===== src/rtl/stby_ctrl.sv =====
module stby_ctrl #(
  parameter int NIRQ     = 4,
  parameter int LVL_W    = 4,
  parameter int WAKE_LVL = 7,
  parameter int EXP0     = 4,
  parameter int EXP1     = 10,
  parameter int EXP2     = 13,
  parameter int EXP3     = 15
) (
  input  logic                  clk,
  input  logic                  rst_n,
  input  logic                  sys_rst_req,
  input  logic                  wr_en,
  input  logic [4:0]            wr_data,
  input  logic [NIRQ-1:0]       irq_req,
  input  logic [NIRQ*LVL_W-1:0] irq_lvl,
  input  logic                  ext_irq_req,
  input  logic [LVL_W-1:0]      ext_irq_lvl,
  output logic [1:0]            mode,
  output logic                  osc_en,
  output logic                  cpu_clk_en,
  output logic                  per_clk_en,
  output logic                  pin_hiz,
  output logic                  pin_hold,
  output logic                  wake_pulse,
  output logic                  rst_release
);
  localparam int CNT_W = EXP3;

  typedef enum logic [1:0] {ST_RUN = 2'd0, ST_SLP = 2'd1, ST_STP = 2'd2, ST_OSW = 2'd3} st_t;

  st_t              state, nxt;
  logic [CNT_W-1:0] cnt, reload;
  logic [1:0]       osc_sel;
  logic             hiz_sel, rst_hold_q, wake_q;
  logic             int_any, int_wake, ext_wake, any_irq, stop_cond, run_wr;

  always_comb begin
    int_any  = 1'b0;
    int_wake = 1'b0;
    for (int i = 0; i < NIRQ; i++) begin
      int_any = int_any | irq_req[i];
      if (irq_req[i] && irq_lvl[i*LVL_W +: LVL_W] >= LVL_W'(WAKE_LVL))
        int_wake = 1'b1;
    end
  end

  assign ext_wake  = ext_irq_req && (ext_irq_lvl >= LVL_W'(WAKE_LVL));
  assign any_irq   = int_any | ext_irq_req;
  assign run_wr    = (state == ST_RUN) && wr_en && !sys_rst_req;
  assign stop_cond = (state == ST_STP) || (state == ST_OSW);

  always_comb begin
    case (osc_sel)
      2'd0:    reload = CNT_W'((64'd1 << EXP0) - 64'd1);
      2'd1:    reload = CNT_W'((64'd1 << EXP1) - 64'd1);
      2'd2:    reload = CNT_W'((64'd1 << EXP2) - 64'd1);
      default: reload = CNT_W'((64'd1 << EXP3) - 64'd1);
    endcase
  end

  always_comb begin
    nxt = state;
    case (state)
      ST_RUN: if (run_wr && wr_data[0]) nxt = any_irq ? ST_RUN : ST_STP;
              else if (run_wr && wr_data[1]) nxt = ST_SLP;
      ST_SLP: if (sys_rst_req || int_wake || ext_wake) nxt = ST_RUN;
      ST_STP: if (sys_rst_req || ext_wake) nxt = ST_OSW;
      default: if (cnt == '0) nxt = ST_RUN;
    endcase
  end

  always_ff @(posedge clk or negedge rst_n) begin
    if (!rst_n) begin
      state      <= ST_RUN;
      cnt        <= '0;
      osc_sel    <= 2'd0;
      hiz_sel    <= 1'b0;
      rst_hold_q <= 1'b0;
      wake_q     <= 1'b0;
    end else begin
      state <= nxt;
      if (state == ST_STP && nxt == ST_OSW) cnt <= reload;
      else if (state == ST_OSW && cnt != '0) cnt <= cnt - 1'b1;
      if (run_wr) begin
        hiz_sel <= wr_data[2];
        osc_sel <= wr_data[4:3];
      end
      rst_hold_q <= sys_rst_req | (rst_hold_q & (nxt == ST_STP || nxt == ST_OSW));
      wake_q     <= (state == ST_SLP || state == ST_OSW) && nxt == ST_RUN;
    end
  end

  assign mode        = state;
  assign osc_en      = state != ST_STP;
  assign cpu_clk_en  = state == ST_RUN;
  assign per_clk_en  = state == ST_RUN || state == ST_SLP;
  assign pin_hiz     = stop_cond && hiz_sel;
  assign pin_hold    = stop_cond && !hiz_sel;
  assign wake_pulse  = wake_q;
  assign rst_release = !rst_hold_q;
endmodule


===== config.mk =====
export PLATFORM = sky130hd
export DESIGN_NAME = stby_ctrl
export DESIGN_NICKNAME = d
export VERILOG_FILES = /design/src/rtl/stby_ctrl.sv
export SDC_FILE = /design/constraint.sdc
export NUM_CORES = 1
export LEC_CHECK = 0
export BUFFER_PORTS_ARGS = -buffer_cell sky130_fd_sc_hd__buf_2
export CAP_MARGIN = 20
export CORE_ASPECT_RATIO = 0.8
export CORE_MARGIN = 1.5
export CORE_UTILIZATION = 40
export DETAILED_ROUTE_END_ITERATION = 12
export PLACE_DENSITY_LB_ADDON = 0.15
export SYNTH_ARGS = -nofsm -noshare
export SYNTH_HDL_FRONTEND = slang
export SYNTH_SLANG_ARGS = --single-unit

===== constraint.sdc =====
create_clock -name clk -period 2.5 [get_ports clk]
set_clock_uncertainty 0.15 [all_clocks]
set_input_delay 0.5 -clock clk [delete_from_list [all_inputs] [get_ports clk]]
set_output_delay 0.5 -clock clk [all_outputs]
set_load 0.02 [all_outputs]

# After elaboration in Yosys (flattened, before gate mapping)
# Cells that the tools add are included.
[totals]
ff_bits = 22
word_cells = 70
[op_classes]
add_sub_neg = 1
n_lt_le_gt_ge = 5
eq_ne = 8
n_mux = 14
bitwise_logic = 6
n_reduce_logical = 30
[op_table]
columns = ["op", "n"]
rows = [
  ["$pmux 15 s3", 1],
  ["$mux 15", 2],
  ["$ge 4x3->1 const B", 5],
  ["$logic_not 15->1", 1],
  ["$reduce_bool 15->1", 1],
  ["$sub 15x1->15 const B", 1],
  ["$logic_and 1x1->1", 14],
  ["$mux 2", 6],
  ["$eq 2x2->1 const B", 5],
  ["$logic_or 1x1->1", 7],
  ["$logic_not 2->1", 3],
  ["$pmux 2 s3", 1],
  ["$or 1x1->1", 5],
  ["$eq 2x1->1 const B", 2],
  ["$mux 1", 4],
  ["$logic_not 1->1", 3],
  ["$ne 2x2->1 const B", 1],
  ["$reduce_bool 2->1", 1],
  ["$and 1x1->1", 1],
]

# Longest topological paths before layout
# Gate-level depths: netlist of the first run.
[depth]
word_depth = 14
ltp_mapped = 6
depth_no_buf = 6

# Worst setup path before layout of the first run
# OpenSTA, ideal clock, no wires.
[synth_timing]
path_type = "reg2reg"
startpoint = "register cnt[0]"
endpoint = "register cnt[2]"
setup_ps = 130
arrival_time_ps = 2081
required_time_ps = 2220
slack_ps = 139
stages_incl_launch_ff = 7
n_path_buf = 0
cell_sequence = "dfrtp_1 inv_1 ha_1 or4b_2 or4_4 a311oi_1 a31oi_1"
[synth_via]
elab_chain_cells = 6
[synth_rtl]
columns = ["element", "line", "rtl"]
rows = [
  ["from (decl)", "33", "logic [CNT_W-1:0] cnt, reload;"],
  ["from (signal assigned)", "83", "if (state == ST_STP && nxt == ST_OSW) cnt <= reload;"],
  ["from (signal assigned)", "84", "else if (state == ST_OSW && cnt != '0) cnt <= cnt - 1'b1;"],
  ["branches (longest 6 deep; another with $sub 15x1->15)", "--", ""],
]
# Parallel ways; which one is timed is not known. The select of a mux whose other input is x is not followed.
# A chain may end at the register's enable or synchronous reset.

# Worst setup path after layout of the first run
# Same ends and word-level chain as after synthesis.

==> results of run 1 <==
-- cell type report --
class                      instances  share of cell area
clock buffer                       4              0.0335
inverter                           5              0.0114
multi-input combinational        103               0.420
sequential                        22               0.335
tap                               40              0.0305
timing repair buffer              51               0.169
-- worst max-delay path, stage by stage (launching register included) --
cell and delay (ns):
dfrtp_1 0.39, inv_1 0.11, ha_1 0.18, or4b_2 0.64, or4_4 0.48, a311oi_2 0.28, a31oi_1 0.06
-- metal layers --
layer  up-vias  wire length, microns  global-route usage  share of wire
li1        647                     -                   -              -
met1       641                  1670               0.281           0.48
met2        33                  1650               0.315           0.47
met3         4                   149              0.0523          0.043
met4         0                    34              0.0748         0.0097
met5         -                     0                   0              0
-- power by group --
| part | switching, mW | total (mW) | internal (mW) |
|---|---|---|---|
| clock | 0.117 | 0.258 | 0.141 |
| sequential | 0.124 | 0.602 | 0.477 |
| combinational | 0.195 | 0.363 | 0.168 |
-- state kept, by name, summed over array words and instances, names as in the netlist --
register    cells
cnt            15
hiz_sel         1
mode            2
osc_sel         2
rst_hold_q      1
wake_pulse      1
-- stage by stage --
step / util / setup WS, ns / hold WS (ns) / area, sq um
6_report: 0.532 / 0.0822 / 0.0420 / 1640
5_1_grt: 0.532 / 0.00630 / 0.0741 / 1640
4_1_cts: 0.530 / 0.0972 / 0.0589 / 1640
3_5_place_dp: 0.513 / 0.117 / 0.328 / 1580
3_3_place_gp: 0.513 / 0.159 / 0.312 / 1580
2_1_floorplan: - / 0.139 / 0.0544 / 1290
-- placed cells by master (no fill, tap or decap), drive strengths merged --
master,n
buf,51
dfrtp,22
a31oi,12
nand3,10
or4,8
nor2,7
nand4,7
nor3,6
o31ai,6
inv,5
nor4,5
nand2,4
clkbuf,4
a21oi,3
nor2b,3
o21ai,3
a21o,3
or3,3
o311ai,3
mux2,3
nor4b,2
and2,2
a311oi,2
nand2b,1
a41oi,1
a22oi,1
nand3b,1
mux2i,1
or4b,1
or3b,1
a31o,1
a211oi,1
o41ai,1
ha,1
-- logic make-up after synthesis --
group	count (synthesis)	synth area share
buf+inv	11	0.0399
simple gates	61	0.288
mux	4	0.0340
compound gates	37	0.200
fa+ha+maj	1	0.00973
flops	22	0.428
-- repair_timing --
| item | in CTS | in global routing |
|---|---|---|
| gates resized for setup | 0 | 1 |
| endpoints found under the setup margin | 0 | 1 |
| hold buffers | 0 | 0 |
-- worst paths after layout --
path,depth (start not counted),startpoint,to
max,6,cnt[0],cnt[2]
min in group clk,2,sys_rst_req,rst_hold_q
min,1,rst_n,cnt[11]
max in group asynchronous,1,rst_n,wake_pulse
min reg2reg,1,rst_hold_q,rst_hold_q
max reg2reg,6,cnt[0],cnt[2]
==> run_results.csv, run 1 <==
group,metric,value,unit
run_status,outcome,"finished clean",
power,p_leak,0.681,nW
layout,finalNonFillerCells,225,
sta,fmax,0.414,GHz
yosys,netlist_area,1290,sq um
layout,regArea,551,sq um
sta,fin_crit,2.42,ns
worst_setup_path,crit_type,"reg -> reg",
routing,drtIter0Drc,58,
sta,relSlewSlack,0.662,
sta,worst_pin_slew,0.503,ns
yosys,synth_most_common_cell,"dfrtp_1",
cts,postCtsSetupBuffers,0,
yosys,syn_inst,136,
worst_setup_path,required,2.49,ns
power,power,1.22,mW
layout,drive_above_1_share,0.351,
cts,clockBufferDepth,2,
run,maxCapViolCount,0,
routing,final_antenna_net_count,0,
cts,cts_tree,"yes",
worst_setup_path,rrSetupSlack,0.08,ns
global_route,grt-ovfl-total,0,
layout,antenna_cells,0,
yosys,synth_enable_flop_cells,0,
sta,min_period_over_period,0.967,
layout,multiInputGateArea,691,sq um
yosys,yosys-top-cells-count,"22 x dfrtp_1, 12 x a31oi_1, 10 x nand3_1, 7 x nand4_1, 7 x nor2_1",
layout,nFillCells,296,
placement,place_inst,221,
floorplanning,rows,18,
sta,slew_viol_final,0,
cts,cts_buffers,3,
global_route,gr-usage-all-layers,0.205,
placement,routabilityCongestion,0.869,
cts,clkSinkCount,22,
sta,finalHoldViolCount,0,
placement,dp_hpwl,2640,microns
yosys,synth_ff_type,"dfrtp_1",
worst_setup_path,critical_path.max_fanout,4,
floorplanning,die_area,3570,sq um
global_route,antenna_found_initial,0,
hold_path,hold_class,"in -> async",
floorplanning,ios,43,
global_route,grt_max_degree,23,
yosys,synth_cell_types,37,
cts,clk_latency,0.26,ns
cts,root_buffer,"clkbuf_8",
yosys,synth_top_area_cell,"dfrtp_1",
worst_setup_path,cp_data_arrival_time,2.41,ns
global_route,grt_pass1_wl,5330,microns
worst_setup_path,cp-start-kind,"flip-flop",
routing,first_pass_iters,4,
cts,cts.reportedPaths.clkPinSlew,0.08,ns
yosys,netlist.area_leader.share,0.428,
routing,vias,1325,
routing,wl,3500,microns
yosys,async_reset_ff_frac,1.00,
floorplanning,dieHeight,53.7,microns
placement,port_buffers,42,
floorplanning,start_util,0.417,
sta,tns,0,ns
yosys,syn-num-nets,171,
floorplanning,die_w,66.4,microns
yosys,ys_seq_area_frac,0.428,
cts,ctsHtreeMaxLevel,1,
sta,rsz0062_at_grt,"false",
routing,remaining_drc_errors,0,
routing,viasPerCell,5.89,
yosys,ys_top_cells_by_area,"dfrtp_1 43%, a31oi_1 5.8%, nand3_1 3.9%",
global_route,grt_pass1_vias,1119,
yosys,ys_seq_elements,22,
layout,finalNetCount,221,
worst_setup_path,crit_path_end_kind,"flip-flop",
sta,setup_viol,0,
yosys,synth-warning-count,0,
power,cellPowerDensity,744,nW/um^2
power,ir_drop,0.000434,V
layout,area_delta_synth_final,27.7,%
floorplanning,core,3090,sq um
yosys,syn-mean-instance-area,9.46,sq um
routing,avgRoutedWirePerCell,15.6,microns
Power figures use the tool's default switching activity.
==> run 2: changes to the inputs <==
Settings changed: MAX_ROUTING_LAYER from default to met4, SETUP_SLACK_MARGIN from default to 0.4.
==> run 2 against run 1 <==
Against the previous run:
- flip-flop and latch count unchanged
- critical path depth unchanged
- setup slack improved by 0.21 ns
- clock-buffer cell count decreased by 1
- maximum frequency increased by 9.3%
- core utilization increased by 5.3 points
- critical path type unchanged
- critical endpoint unchanged
- highest routed layer unchanged
==> run_results.csv, run 2 (synthesized netlist as in run 1, its figures left out) <==
group,metric,value,unit
cts,cts.reportedPaths.clkPinSlew,0.08,ns
floorplanning,dieHeight,53.7,microns
routing,wl,4030,microns
placement,port_buffers,42,
sta,rsz0062_at_grt,"true",
worst_setup_path,critical_path.max_fanout,4,
floorplanning,rows,18,
placement,routabilityCongestion,0.906,
sta,setup_viol,0,
cts,clk_latency,0.27,ns
sta,slew_viol_final,0,
layout,finalNetCount,234,
layout,antenna_cells,0,
layout,final_cell_mix,"42 x buf_2, 22 x buf_4, 19 x dfrtp_1",
placement,dp_hpwl,2730,microns
sta,hold-worst-slack,0.0510,ns
worst_setup_path,cp-start-kind,"flip-flop",
sta,relSlewSlack,0.624,
worst_setup_path,crit_type,"reg -> reg",
routing,first_pass_iters,4,
power,cellPowerDensity,734,nW/um^2
sta,fin_crit,2.21,ns
routing,final_antenna_net_count,0,
sta,tns,0,ns
global_route,grt-ovfl-total,0,
cts,cts_buffers,3,
layout,largest-register,"cnt",
routing,vias,1428,
worst_setup_path,regToRegEndpoint,"cnt[2]",
power,power,1.33,mW
layout,layout_commonest_cell,"buf_2",
global_route,grt_pass1_wl,5710,microns
cts,clockBufferDepth,2,
worst_setup_path,startpoint,"cnt[1]",
layout,final_util,0.586,
global_route,antenna_found_initial,0,
run,maxCapViolCount,0,
floorplanning,start_util,0.417,
run_status,outcome,"finished clean",
power,p_leak,0.748,nW
sta,worst_pin_slew,0.559,ns
layout,finalNonFillerCells,237,
sta,min_period_over_period,0.885,
global_route,gr-usage-all-layers,0.225,
worst_setup_path,crit_path_end_kind,"flip-flop",
hold_path,hold_class,"in -> async",
floorplanning,die_w,66.4,microns
worst_setup_path,critPathCapture,"cnt[2]",
routing,viasPerCell,6.03,
cts,root_buffer,"clkbuf_8",
layout,largest_reg_flops,15,
global_route,grt_pass1_vias,1158,
sta,finalHoldViolCount,0,
worst_setup_path,rrSetupSlack,0.29,ns
floorplanning,core,3090,sq um
cts,cts_tree,"yes",
layout,area_delta_synth_final,40.5,%
global_route,grt_max_degree,23,
layout,drive_above_1_share,0.462,
sta,fmax,0.452,GHz
worst_setup_path,required,2.49,ns
worst_setup_path,r2r_cells,6,
cts,ctsHtreeMaxLevel,1,
placement,place_inst,218,
floorplanning,die_area,3570,sq um
cts,clkSinkCount,22,
routing,drtIter0Drc,98,
worst_setup_path,reg2reg_from,"cnt[1]",
routing,remaining_drc_errors,0,
worst_setup_path,cp_data_arrival_time,2.20,ns
floorplanning,ios,43,
power,ir_drop,0.000407,V
routing,avgRoutedWirePerCell,17.0,microns
## run 2: cell types whose count changed in the layout (fill, tap and decap cells not counted), moves of 2 or more
cell     change
buf_4       +13
dfrtp_1      -3
dfrtp_2      +3
inv_1        -2
inv_2        +2
nor4_1       -2
or3_1        -2
or3_4        +2
## run 2: through the flow
stage | worst slack [ns] | cell area (sq um)
floorplan | 0.361 | 1300
global placement | 0.339 | 1580
detailed placement | 0.241 | 1580
CTS | 0.301 | 1670
global route | 0.233 | 1810
finish | 0.288 | 1810
## run 2: worst min-delay path by stage
stage               cells past startpoint    endpoint
floorplan                               0      cnt[0]
global placement                        1  rst_hold_q
detailed placement                      1  rst_hold_q
CTS                                     1      cnt[6]
global route                            1     cnt[11]
finish                                  1      cnt[9]
## run 2: worst max-delay path: stages, from the launching register on
cell,delay (ns)
dfrtp_1,0.41
inv_2,0.10
ha_4,0.14
or4b_4,0.50
or4_4,0.48
a311oi_2,0.24
a31oi_1,0.06
## run 2: repair_timing
action                     CTS  global route
resized for setup            3            10
pin swaps                    0             6
buffers inserted             6            10
hold buffers                 0             0
setup endpoints to repair   10            13
## run 2: power breakdown
group / switching, mW / internal [mW]
clock network: 0.119 / 0.108
logic: 0.257 / 0.235
registers: 0.128 / 0.479
total: 0.504 / 0.822
## run 2: cell type report
cell class / count / area, sq um
clock buffer: 3 / 41.3
fill: 282 / 1280
inverter: 5 / 18.8
multi-input combinational: 103 / 767
sequential: 22 / 554
tap: 40 / 50.0
timing repair buffer: 64 / 375
## run 2: layer usage
layer,vias up,track usage,wire (microns)
met2,61,0.328,1940
met1,683,0.306,1720
met4,0,0.0612,85
met3,13,0.0669,287
li1,671,-,-
met5,-,-,0
